==> src/rtl/i2cm_pkg.sv <==
package i2cm_pkg;
  typedef enum logic [2:0] {
    S_IDLE,
    S_START,
    S_BYTE,
    S_TXW,
    S_RXW,
    S_STOP
  } st_e;

  typedef enum logic [1:0] {
    K_ADDR,
    K_IADR,
    K_WR,
    K_RD
  } kind_e;
endpackage

==> src/rtl/i2cm_tick.sv <==
module i2cm_tick #(
  parameter int DIV_W = 16
) (
  input  logic             clk,
  input  logic             rst_n,
  input  logic             run,
  input  logic [DIV_W-1:0] div,
  output logic             tick
);
  logic [DIV_W-1:0] cnt;
  logic [DIV_W-1:0] lim;

  assign lim  = (div == '0) ? '0 : div - 1'b1;
  assign tick = run && (cnt >= lim);

  always_ff @(posedge clk or negedge rst_n) begin
    if (!rst_n)             cnt <= '0;
    else if (!run || tick)  cnt <= '0;
    else                    cnt <= cnt + 1'b1;
  end

  // with a divider above one, quarter ticks never come back to back
  p_tick_gap_r10: assert property (@(posedge clk) disable iff (!rst_n)
    (tick && div > 1 && $stable(div)) |=> !tick);
endmodule

==> src/rtl/i2cm_hold.sv <==
module i2cm_hold #(
  parameter int W = 8
) (
  input  logic         clk,
  input  logic         rst_n,
  input  logic         in_valid,
  output logic         in_ready,
  input  logic [W-1:0] in_data,
  output logic         out_valid,
  input  logic         out_ready,
  output logic [W-1:0] out_data
);
  logic         full_q;
  logic [W-1:0] data_q;

  assign in_ready  = !full_q;
  assign out_valid = full_q;
  assign out_data  = data_q;

  always_ff @(posedge clk or negedge rst_n) begin
    if (!rst_n) begin
      full_q <= 1'b0;
      data_q <= '0;
    end else if (in_valid && !full_q) begin
      full_q <= 1'b1;
      data_q <= in_data;
    end else if (full_q && out_ready) begin
      full_q <= 1'b0;
    end
  end

  // an entry that is not taken keeps its value
  p_hold_keep_r5: assert property (@(posedge clk) disable iff (!rst_n)
    (out_valid && !out_ready) |=> (out_valid && $stable(out_data)));
endmodule

==> src/rtl/i2cm_ctrl.sv <==
module i2cm_ctrl
  import i2cm_pkg::*;
#(
  parameter  int IA_BYTES = 3,
  localparam int IA_W     = 8 * IA_BYTES,
  localparam int IAC_W    = $clog2(IA_BYTES + 1)
) (
  input  logic             clk,
  input  logic             rst_n,
  input  logic             tick,
  output logic             run,
  input  logic             cmd_start,
  input  logic             cmd_stop,
  input  logic [6:0]       dev_addr,
  input  logic             rd_mode,
  input  logic [IAC_W-1:0] iadr_len,
  input  logic [IA_W-1:0]  iadr,
  input  logic             tx_valid,
  input  logic [7:0]       tx_data,
  output logic             tx_take,
  output logic             rx_push,
  output logic [7:0]       rx_byte,
  input  logic             rx_room,
  output logic             txcomp,
  output logic             nack,
  output logic             scl_o,
  output logic             sda_o,
  input  logic             sda_i
);
  st_e              st;
  kind_e            kind;
  logic [1:0]       q;
  logic [3:0]       bcnt;
  logic [7:0]       sh;
  logic [IA_W-1:0]  ia_sh;
  logic [IAC_W-1:0] ia_left;
  logic [6:0]       dev_q;
  logic             rd_q, rd_cur, rep, stop_pend, nack_q, ack_in, ack_out;

  assign run     = (st == S_START) || (st == S_BYTE) || (st == S_STOP);
  assign tx_take = (st == S_TXW) && tx_valid;
  assign rx_push = (st == S_RXW) && rx_room;
  assign rx_byte = sh;
  assign txcomp  = (st == S_IDLE);
  assign nack    = nack_q;

  // quarter map of a bit: q0 low, q1 high, q2 high, q3 low
  always_comb begin
    scl_o = 1'b1;
    sda_o = 1'b1;
    unique case (st)
      S_IDLE: begin
        scl_o = 1'b1;
        sda_o = 1'b1;
      end
      S_START: begin
        scl_o = (q == 2'd0) ? !rep : (q != 2'd3);
        sda_o = (q < 2'd2);
      end
      S_BYTE: begin
        scl_o = (q == 2'd1) || (q == 2'd2);
        if (bcnt != 4'd8) sda_o = (kind == K_RD) ? 1'b1 : sh[7];
        else              sda_o = (kind == K_RD) ? ack_out : 1'b1;
      end
      S_TXW, S_RXW: begin
        scl_o = 1'b0;
        sda_o = 1'b1;
      end
      S_STOP: begin
        scl_o = (q != 2'd0);
        sda_o = (q >= 2'd2);
      end
      default: begin
        scl_o = 1'b1;
        sda_o = 1'b1;
      end
    endcase
  end

  always_ff @(posedge clk or negedge rst_n) begin
    if (!rst_n) begin
      st <= S_IDLE;      kind <= K_ADDR;    q <= '0;
      bcnt <= '0;        sh <= '0;          ia_sh <= '0;
      ia_left <= '0;     dev_q <= '0;       rd_q <= 1'b0;
      rd_cur <= 1'b0;    rep <= 1'b0;       stop_pend <= 1'b0;
      nack_q <= 1'b0;    ack_in <= 1'b1;    ack_out <= 1'b1;
    end else begin
      if (cmd_stop && st != S_IDLE) stop_pend <= 1'b1;
      unique case (st)
        S_IDLE: if (cmd_start) begin
          st        <= S_START;
          q         <= '0;
          rep       <= 1'b0;
          nack_q    <= 1'b0;
          stop_pend <= cmd_stop;
          dev_q     <= dev_addr;
          rd_q      <= rd_mode;
          rd_cur    <= rd_mode && (iadr_len == '0);
          ia_left   <= iadr_len;
          ia_sh     <= iadr << (8 * (IA_BYTES - int'(iadr_len)));
        end
        S_START: if (tick) begin
          q <= q + 2'd1;
          if (q == 2'd3) begin
            st   <= S_BYTE;
            kind <= K_ADDR;
            bcnt <= '0;
            sh   <= {dev_q, rd_cur};
          end
        end
        S_BYTE: if (tick) begin
          q <= q + 2'd1;
          if (q == 2'd2) begin
            if (bcnt != 4'd8 && kind == K_RD) sh <= {sh[6:0], sda_i};
            if (bcnt == 4'd8 && kind != K_RD) ack_in <= sda_i;
          end
          if (q == 2'd3) begin
            if (bcnt != 4'd8) begin
              bcnt <= bcnt + 4'd1;
              if (kind != K_RD)       sh <= {sh[6:0], 1'b0};
              else if (bcnt == 4'd7)  st <= S_RXW;
            end else begin
              bcnt <= '0;
              if (kind == K_RD) begin
                if (ack_out) st <= S_STOP;
              end else if (ack_in) begin
                nack_q <= 1'b1;
                st     <= S_STOP;
              end else if (kind == K_ADDR && rd_cur) begin
                kind <= K_RD;
              end else if (ia_left != '0) begin
                kind    <= K_IADR;
                sh      <= ia_sh[IA_W-1 -: 8];
                ia_sh   <= ia_sh << 8;
                ia_left <= ia_left - 1'b1;
              end else if (rd_q) begin
                st     <= S_START;
                rep    <= 1'b1;
                rd_cur <= 1'b1;
              end else begin
                st <= S_TXW;
              end
            end
          end
        end
        S_RXW: if (rx_room) begin
          st      <= S_BYTE;
          q       <= '0;
          ack_out <= stop_pend;
        end
        S_TXW: begin
          if (tx_valid) begin
            st   <= S_BYTE;
            kind <= K_WR;
            sh   <= tx_data;
            bcnt <= '0;
            q    <= '0;
          end else if (stop_pend) begin
            st <= S_STOP;
            q  <= '0;
          end
        end
        S_STOP: if (tick) begin
          q <= q + 2'd1;
          if (q == 2'd3) begin
            st        <= S_IDLE;
            stop_pend <= 1'b0;
          end
        end
        default: st <= S_IDLE;
      endcase
    end
  end

  // data line holds while the clock stays high inside a byte
  p_sda_hold_r10: assert property (@(posedge clk) disable iff (!rst_n)
    (st == S_BYTE && scl_o && $past(scl_o) && $past(st) == S_BYTE) |-> $stable(sda_o));
  // a full receive holding register keeps SCL low
  p_rxw_scl_low_r8: assert property (@(posedge clk) disable iff (!rst_n)
    (st == S_RXW && !rx_room) |=> !scl_o);
  // a missing acknowledge leads straight into STOP
  p_nack_stop_r4: assert property (@(posedge clk) disable iff (!rst_n)
    $rose(nack_q) |-> (st == S_STOP));
  // an accepted start makes the block busy on the next cycle
  p_busy_after_start_r9: assert property (@(posedge clk) disable iff (!rst_n)
    (txcomp && cmd_start) |=> !txcomp);
endmodule

==> src/rtl/i2c_cmd_master.sv <==
module i2c_cmd_master #(
  parameter  int DIV_W    = 16,
  parameter  int IA_BYTES = 3,
  localparam int IA_W     = 8 * IA_BYTES
) (
  input  logic             clk,
  input  logic             rst_n,
  input  logic [DIV_W-1:0] clk_div,
  input  logic             cmd_start,
  input  logic             cmd_stop,
  input  logic [6:0]       dev_addr,
  input  logic             rd_mode,
  input  logic [1:0]       iadr_len,
  input  logic [IA_W-1:0]  iadr,
  input  logic [7:0]       tx_data,
  input  logic             tx_valid,
  output logic             tx_ready,
  output logic [7:0]       rx_data,
  output logic             rx_valid,
  input  logic             rx_ready,
  output logic             txcomp,
  output logic             nack,
  output logic             scl_o,
  output logic             sda_o,
  input  logic             sda_i
);
  logic       tick, run;
  logic       txh_valid, tx_take;
  logic [7:0] txh_data;
  logic       rx_push, rx_room;
  logic [7:0] rx_byte;

  i2cm_tick #(.DIV_W(DIV_W)) u_tick (
    .clk(clk), .rst_n(rst_n), .run(run), .div(clk_div), .tick(tick)
  );

  i2cm_hold #(.W(8)) u_txh (
    .clk(clk), .rst_n(rst_n),
    .in_valid(tx_valid), .in_ready(tx_ready), .in_data(tx_data),
    .out_valid(txh_valid), .out_ready(tx_take), .out_data(txh_data)
  );

  i2cm_hold #(.W(8)) u_rxh (
    .clk(clk), .rst_n(rst_n),
    .in_valid(rx_push), .in_ready(rx_room), .in_data(rx_byte),
    .out_valid(rx_valid), .out_ready(rx_ready), .out_data(rx_data)
  );

  i2cm_ctrl #(.IA_BYTES(IA_BYTES)) u_ctrl (
    .clk(clk), .rst_n(rst_n), .tick(tick), .run(run),
    .cmd_start(cmd_start), .cmd_stop(cmd_stop),
    .dev_addr(dev_addr), .rd_mode(rd_mode), .iadr_len(iadr_len), .iadr(iadr),
    .tx_valid(txh_valid), .tx_data(txh_data), .tx_take(tx_take),
    .rx_push(rx_push), .rx_byte(rx_byte), .rx_room(rx_room),
    .txcomp(txcomp), .nack(nack),
    .scl_o(scl_o), .sda_o(sda_o), .sda_i(sda_i)
  );
endmodule

==> config.mk <==
export PLATFORM = sky130hd
export DESIGN_NAME = i2c_cmd_master
export DESIGN_NICKNAME = d
export VERILOG_FILES = /design/src/rtl/i2cm_pkg.sv /design/src/rtl/i2cm_tick.sv /design/src/rtl/i2cm_hold.sv /design/src/rtl/i2cm_ctrl.sv /design/src/rtl/i2c_cmd_master.sv
export SDC_FILE = /design/constraint.sdc
export NUM_CORES = 1
export LEC_CHECK = 0
export BUFFER_PORTS_ARGS = -buffer_cell sky130_fd_sc_hd__buf_2
export CAP_MARGIN = 20
export CORE_MARGIN = 2
export CORE_UTILIZATION = 45
export CTS_CLUSTER_SIZE = 24
export DETAILED_ROUTE_END_ITERATION = 6
export HOLD_SLACK_MARGIN = 0.1
export PLACE_DENSITY = 0.62
export REMOVE_ABC_BUFFERS = 1
export SYNTH_ARGS = -nofsm -noshare
export SYNTH_HDL_FRONTEND = slang
export SYNTH_SLANG_ARGS = --single-unit
==> constraint.sdc <==
create_clock -name clk -period 6.4 [get_ports clk]
set_clock_uncertainty 0.15 [all_clocks]
set_input_delay 0.32 -clock clk [delete_from_list [all_inputs] [get_ports clk]]
set_output_delay 0.32 -clock clk [all_outputs]
set_load 0.01 [all_outputs]
=== Yosys cells after proc, flatten, opt, wreduce, memory -nomap -nowiden ===
Index checks and enable logic that the tools add are counted.

* Memories: 0
* Input bits: 65
* Bits in writable memories: 0
* Register bits after elaboration: 93
* Word-level logic and storage cells: 227
* Bits in latches: 0
* Bits in read-only memories: 0
* Output and inout port bits: 14

* Multiplexer cells: 111
* Add/subtract/negate cells: 6
* Bitwise gates (word level): 1
* $lt $le $gt $ge: 3
* $mul: 0
* Eq/ne operators: 39
* Shifts and indexed selects: 1
* Reduce and logical (&&, ||, !) cells: 46
* Div/mod/pow operators: 0

{| class="wikitable"
|+ Operators by type and width
! operator !! count
|-
| $mux W24 || 8
|-
| $mux W8 || 13
|-
| $mux W3 || 18
|-
| $mux W2 || 24
|-
| $pmux W24 S2 || 1
|-
| $ne A2 B2 Y1 const B || 17
|-
| $mux W16 || 2
|-
| $shl A24 B32 Y24 || 1
|-
| $mux W1 || 27
|-
| $mux W4 || 6
|-
| $pmux W8 S3 || 1
|-
| $reduce_and A10 Y1 || 2
|-
| $pmux W3 S6 || 1
|-
| $add A16 B1 Y16 const B || 1
|-
| $ge A16 B16 Y1 || 1
|-
| $logic_not A16 Y1 || 1
|-
| $sub A16 B1 Y16 const B || 1
|-
| $reduce_and A14 Y1 || 1
|-
| $logic_and A1 B1 Y1 || 12
|-
| $pmux W4 S3 || 1
|-
| $ne A5 B4 Y1 const B || 2
|-
| $reduce_and A5 Y1 || 2
|-
| $reduce_bool A2 Y1 || 5
|-
| $ne A3 B3 Y1 const B || 3
|-
| other kinds (37) || 56
|}

=== Longest topological paths before layout ===
* Depth in word-level cells: 12
* Mapped depth: 16

=== Cells and area by module ===
A second synthesis with hierarchy kept.

* Cell total of the unflattened synthesis: 642
* Area, all modules: 5995.8 µm²

{| class="wikitable"
|+ Modules (own cells, without submodules)
! module !! sequential area each (µm²) !! times used !! cells an instance !! area an instance (µm²)
|-
| i2cm_ctrl || 1478.9 || 1 || 414 || 3658.5
|-
| i2cm_tick || 400.4 || 1 || 186 || 1589.0
|-
| i2cm_hold || 225.2 || 2 || 21 || 374.1
|}

=== Worst setup path after synthesis ===
No wires, ideal clock.

* Path type: input to register
* From: input clk_div[4]
* To: register u_ctrl.bcnt[2]
* Setup time: 124 ps
* Required time: 6126 ps
* Cell stages on the path: 16
* Data arrival time: 3615 ps
* Path slack: 2511 ps
* Path buffers: 3
* Cells stage by stage: nor3_1 and3_1 clkbuf_1 nand2_1 nor4_1 xor2_1 nand2_1 ha_1 nand2_1 nor4_2 or4b_1 buf_2 a311oi_2 o31ai_1 buf_6 a211o_1

* Word-level cells in the longest chain between the ends: 6
* Elaborated cells on any way between the ends: 8

{| class="wikitable"
|+ RTL lines
! item !! RTL line !! source
|-
| start: declaration || i2c_cmd_master.sv:8 || <nowiki>input logic [DIV_W-1:0] clk_div,</nowiki>
|-
| $sub A16 B1 Y16 or $logic_not A16 Y1 (tied branches) || i2cm_tick.sv:13 || <nowiki>assign lim = (div == '0) ? '0 : div - 1'b1;</nowiki>
|-
| $mux W16 (*) || i2cm_tick.sv:13 ||
|-
| $ge A16 B16 Y1 (*) || i2cm_tick.sv:14 || <nowiki>assign tick = run && (cnt >= lim);</nowiki>
|-
| $logic_and A1 B1 Y1 (*) || i2cm_tick.sv:14 ||
|-
| $ne A2 B2 Y1 (no source line) || n/a ||
|-
| $reduce_and A6 Y1 (no source line) (*) || n/a ||
|-
| end signal: assignment || i2cm_ctrl.sv:119 || <nowiki>bcnt <= bcnt + 4'd1;</nowiki>
|-
| end: declaration || i2cm_ctrl.sv:33 || <nowiki>logic [3:0] bcnt;</nowiki>
|}

Every way passes the cells marked *; elsewhere a longest branch is shown, timed or not.
A chain may end at the register's enable or synchronous reset.

=== Worst setup path in the final report ===
* From: input clk_div[13]
* To: register u_ctrl.ia_sh[6]

* Word-level cells in the longest chain between the ends: 6
* Elaborated cells on any way between the ends: 7

{| class="wikitable"
|+ RTL lines
! item !! RTL line !! source
|-
| $sub A16 B1 Y16 or $logic_not A16 Y1 (tied branches) || i2cm_tick.sv:13 ||
|-
| $mux W16 (*) || i2cm_tick.sv:13 ||
|-
| $ge A16 B16 Y1 (*) || i2cm_tick.sv:14 ||
|-
| $logic_and A1 B1 Y1 (*) || i2cm_tick.sv:14 ||
|-
| $ne A2 B2 Y1 (no source line) (*) || n/a ||
|-
| $reduce_and A9 Y1 (no source line) (*) || n/a ||
|-
| end signal: assignment || i2cm_ctrl.sv:100 || <nowiki>ia_sh <= iadr << (8 * (IA_BYTES - int'(iadr_len)));</nowiki>
|-
| end signal: assignment || i2cm_ctrl.sv:134 || <nowiki>ia_sh <= ia_sh << 8;</nowiki>
|-
| end: declaration || i2cm_ctrl.sv:35 || <nowiki>logic [IA_W-1:0] ia_sh;</nowiki>
|}

Marks and branches as above.

==> results.json <==
{
  "status": "finished clean",
  "die-area_um2": 13800,
  "fp.coreArea_um2": 12600,
  "final_common_cell": "nand2_1",
  "grt_pass1_vias": 5083,
  "drc": 0,
  "insertion_delay_ns": 0.34,
  "maxCapViolCount": 0,
  "rsz0062_at_grt": "no",
  "worstSetupPathType": "in2reg",
  "worstPathRequired_ns": 6.53,
  "intPower_mw": 1.51,
  "worstMarginPinSlew_ns": 0.958,
  "hold_path.class": "in2reg",
  "vdd_drop_max_uv": 149,
  "pwr-share-comb": 0.384,
  "cts.clk_slew.worst_paths_ns": 0.07,
  "vias": 5033,
  "crit_slowest_cell": "a41oi_1",
  "place_congestion": 0.901,
  "pwr_density_cell_nw_per_um2": 357,
  "layout-drive-gt1-share": 0.231,
  "synth_area_um2": 5790,
  "hold_ws_ns": 0.135,
  "placed_cells": 851,
  "insertedDiodeCount": 0,
  "hold_viol_final": 0,
  "min_period_ns": 4.44,
  "top_usage_layer": "met2",
  "worst_path_dominant_cell_family": "simple AND/OR/NAND/NOR gates",
  "die_h_um": 117,
  "htreeDepth": 3,
  "p_clk_frac": 0.204,
  "finalSetupTns_ns": 0,
  "yosysSeqAreaShare": 0.402,
  "ctsResizeCount": 0,
  "use_met2": 0.370,
  "setup_viol": 0,
  "syn-instance-count": 627,
  "port_buffers": 78,
  "dpl.hpwl_mm": 10.6,
  "ioPinCount": 79,
  "synth-async-reset-ratio": 1.00,
  "cp.arrival_ns": 4.57,
  "antenna_found_initial": 0,
  "power.switching_mw": 0.943,
  "grt_max_degree": 77,
  "grt_pass1_wl_mm": 25.5,
  "leakage_nw": 3.23,
  "synth_flop_cell": "dfrtp_1",
  "placementRows": 41,
  "grt_overflow_total": 0,
  "drt_iter0_drc": 372,
  "drt-vias-per-instance": 5.62,
  "clock_path_buffers": 2,
  "grtUsageMet3": 0.0384,
  "cts_root_buf": "clkbuf_16",
  "final_cell_mix": "nand2_1, dfrtp_1, buf_2",
  "drtAntennaViolNets": 0,
  "syn_area_per_cell_um2": 9.23,
  "yosys_warnings": 0,
  "path_buf_inv": 1,
  "cts_made_buffers": 9,
  "area_growth_pct": 18.7,
  "p_seq_frac": 0.412,
  "synth_edf_count": 0,
  "drv_slew": 0,
  "wl_per_cell_um": 16.8,
  "initial_core_util": 0.461,
  "cts_tree": "done",
  "routed_wl_mm": 15.0,
  "sw_frac_of_total": 0.385,
  "path_cells": "buf_2, or4_1, nor2_1, nand4_1, and2_1, ha_1, nand2b_1, a2111oi_0, or4b_1, nand3_1, a41oi_1, a22o_1",
  "cp-end-kind": "flip-flop",
  "slowest_delay_ns": 0.85,
  "die_x_um": 117,
  "fmax_mhz": 225,
  "ys_ff_latch": 93,
  "path_max_fanout": 16,
  "nets": 808,
  "grt_use_met1": 0.317,
  "instances_no_fill": 895,
  "power.total_mw": 2.45,
  "start_kind": "primary input",
  "cts_sinks": 93,
  "period_share": 0.693,
  "dr.pass1.iters": 5,
  "slew_headroom": 0.361,
  "gr-usage-all-layers": 0.227,
  "synthDistinctLibCells": 62
}
power groups by stage:
stage | logic (mW) | registers, mW | clock network (mW)
finish | 0.941 | 1.01 | 0.500
global route | 1.05 | 1.04 | 0.544
CTS | 0.944 | 1.00 | 0.513
detailed placement | 0.925 | 1.01 | 0
global placement | 0.900 | 1.00 | 0
floorplan | 0.643 | 0.949 | 0
per-stage QoR:
step	worst slack, ns	utilization	cell area, um^2
global route	1.60	0.547	6870
floorplan	1.98	-	5650
global placement	1.69	0.503	6320
CTS	1.97	0.546	6860
finish	1.96	0.547	6870
detailed placement	1.60	0.503	6320
layout make-up:
class,instances,area (um^2)
clock inverter,6,46.3
fill,1174,5700
clock buffer,10,229
tap,172,215
sequential,93,2330
inverter,20,75.1
multi-input combinational,480,3240
timing repair buffer,114,731
sequential cells by signal (all words and copies together) (netlist names), 3 cells and up:
name            cells
u_ctrl.dev_q        7
u_ctrl.st           3
u_tick.cnt         16
u_ctrl.rx_byte      8
u_rxh.out_data      8
u_ctrl.ia_sh       24
u_txh.out_data      8
u_ctrl.bcnt         4
cells in the mapped netlist, types with 2 or more instances:
cell,count,area [um^2]
nand2_1,114,428
dfrtp_1,91,2280
mux2_2,45,507
a21oi_1,37,185
nor2_1,35,131
clkbuf_1,27,101
o21ai_0,26,130
ha_1,25,313
inv_1,19,71.3
and3_1,18,113
xor2_1,16,140
nand3_1,14,70.1
o31a_1,12,105
o221a_2,11,124
a22oi_1,9,67.6
o22a_1,9,78.8
a22o_1,8,70.1
xnor2_1,8,70.1
nand4_1,7,43.8
nor2b_1,7,43.8
nor3_1,7,35.0
o221ai_1,7,61.3
nand2b_1,6,37.5
and2_1,5,31.3
buf_2,5,25.0
o211ai_1,4,30.0
a21o_1,3,22.5
nor4_1,3,18.8
nor4_2,3,37.5
o31ai_1,3,22.5
or3_1,3,18.8
a211o_1,2,17.5
a31oi_1,2,12.5
and3b_1,2,17.5
and4_1,2,17.5
dfstp_2,2,52.6
nand3b_1,2,15.0
o21a_1,2,15.0
o22ai_1,2,12.5
o311ai_0,2,17.5
cells by family (layout without fill, tap and decap cells):
group / Yosys count / after routing / share of synthesized area
AO/OA/AOI/OAI: 148 / 148 / 0.182
XOR/XNOR: 24 / 24 / 0.0363
adder cells (fa/ha/maj): 25 / 25 / 0.0540
buffers and inverters: 54 / 150 / 0.0374
flip-flops: 93 / 93 / 0.402
multiplexers: 47 / 47 / 0.0912
AND/OR/NAND/NOR: 236 / 236 / 0.196
repair_timing:
action	in CTS	in global routing
setup buffers	0	0
hold buffers	27	0
endpoints found under the hold margin	43	0
metal layers:
metal | vias to the layer above | part of all wire
met2 | 143 | 0.46
li1 | 2451 | -
met5 | - | 0
met4 | 0 | 0.011
met3 | 16 | 0.048
met1 | 2423 | 0.48
worst paths after layout:
kind                                             startpoint                             to  slack, ns  cells past startpoint
worst min register to register  u_ctrl.dev_q[3]$_DFFE_PN0P_    u_ctrl.dev_q[3]$_DFFE_PN0P_       0.33                      2
worst max register to register     u_tick.cnt[13]$_DFF_PN0_    u_ctrl.ia_sh[6]$_DFFE_PN0P_       3.06                      7
worst max-delay path                            clk_div[13]    u_ctrl.ia_sh[6]$_DFFE_PN0P_       1.96                     12
worst min-delay path                               cmd_stop     u_ctrl.stop_pend$_DFF_PN0_       0.13                      3
min in group asynchronous                             rst_n       u_ctrl.st[1]$_DFFE_PN0P_       0.24                      2
max in group asynchronous                             rst_n  u_ctrl.ia_left[1]$_DFFE_PN0P_       4.64                      3
worst reg2reg max path, stage by stage, from the launching register on:
cell and delay, ns:
dfrtp_1 0.43, ha_1 0.32, nand2_1 0.08, nor4_2 0.35, or4b_1 0.58, nand3_1 0.46, a41oi_1 0.50, a22o_1 0.37
No activity file was read; power rests on OpenSTA's default activity.
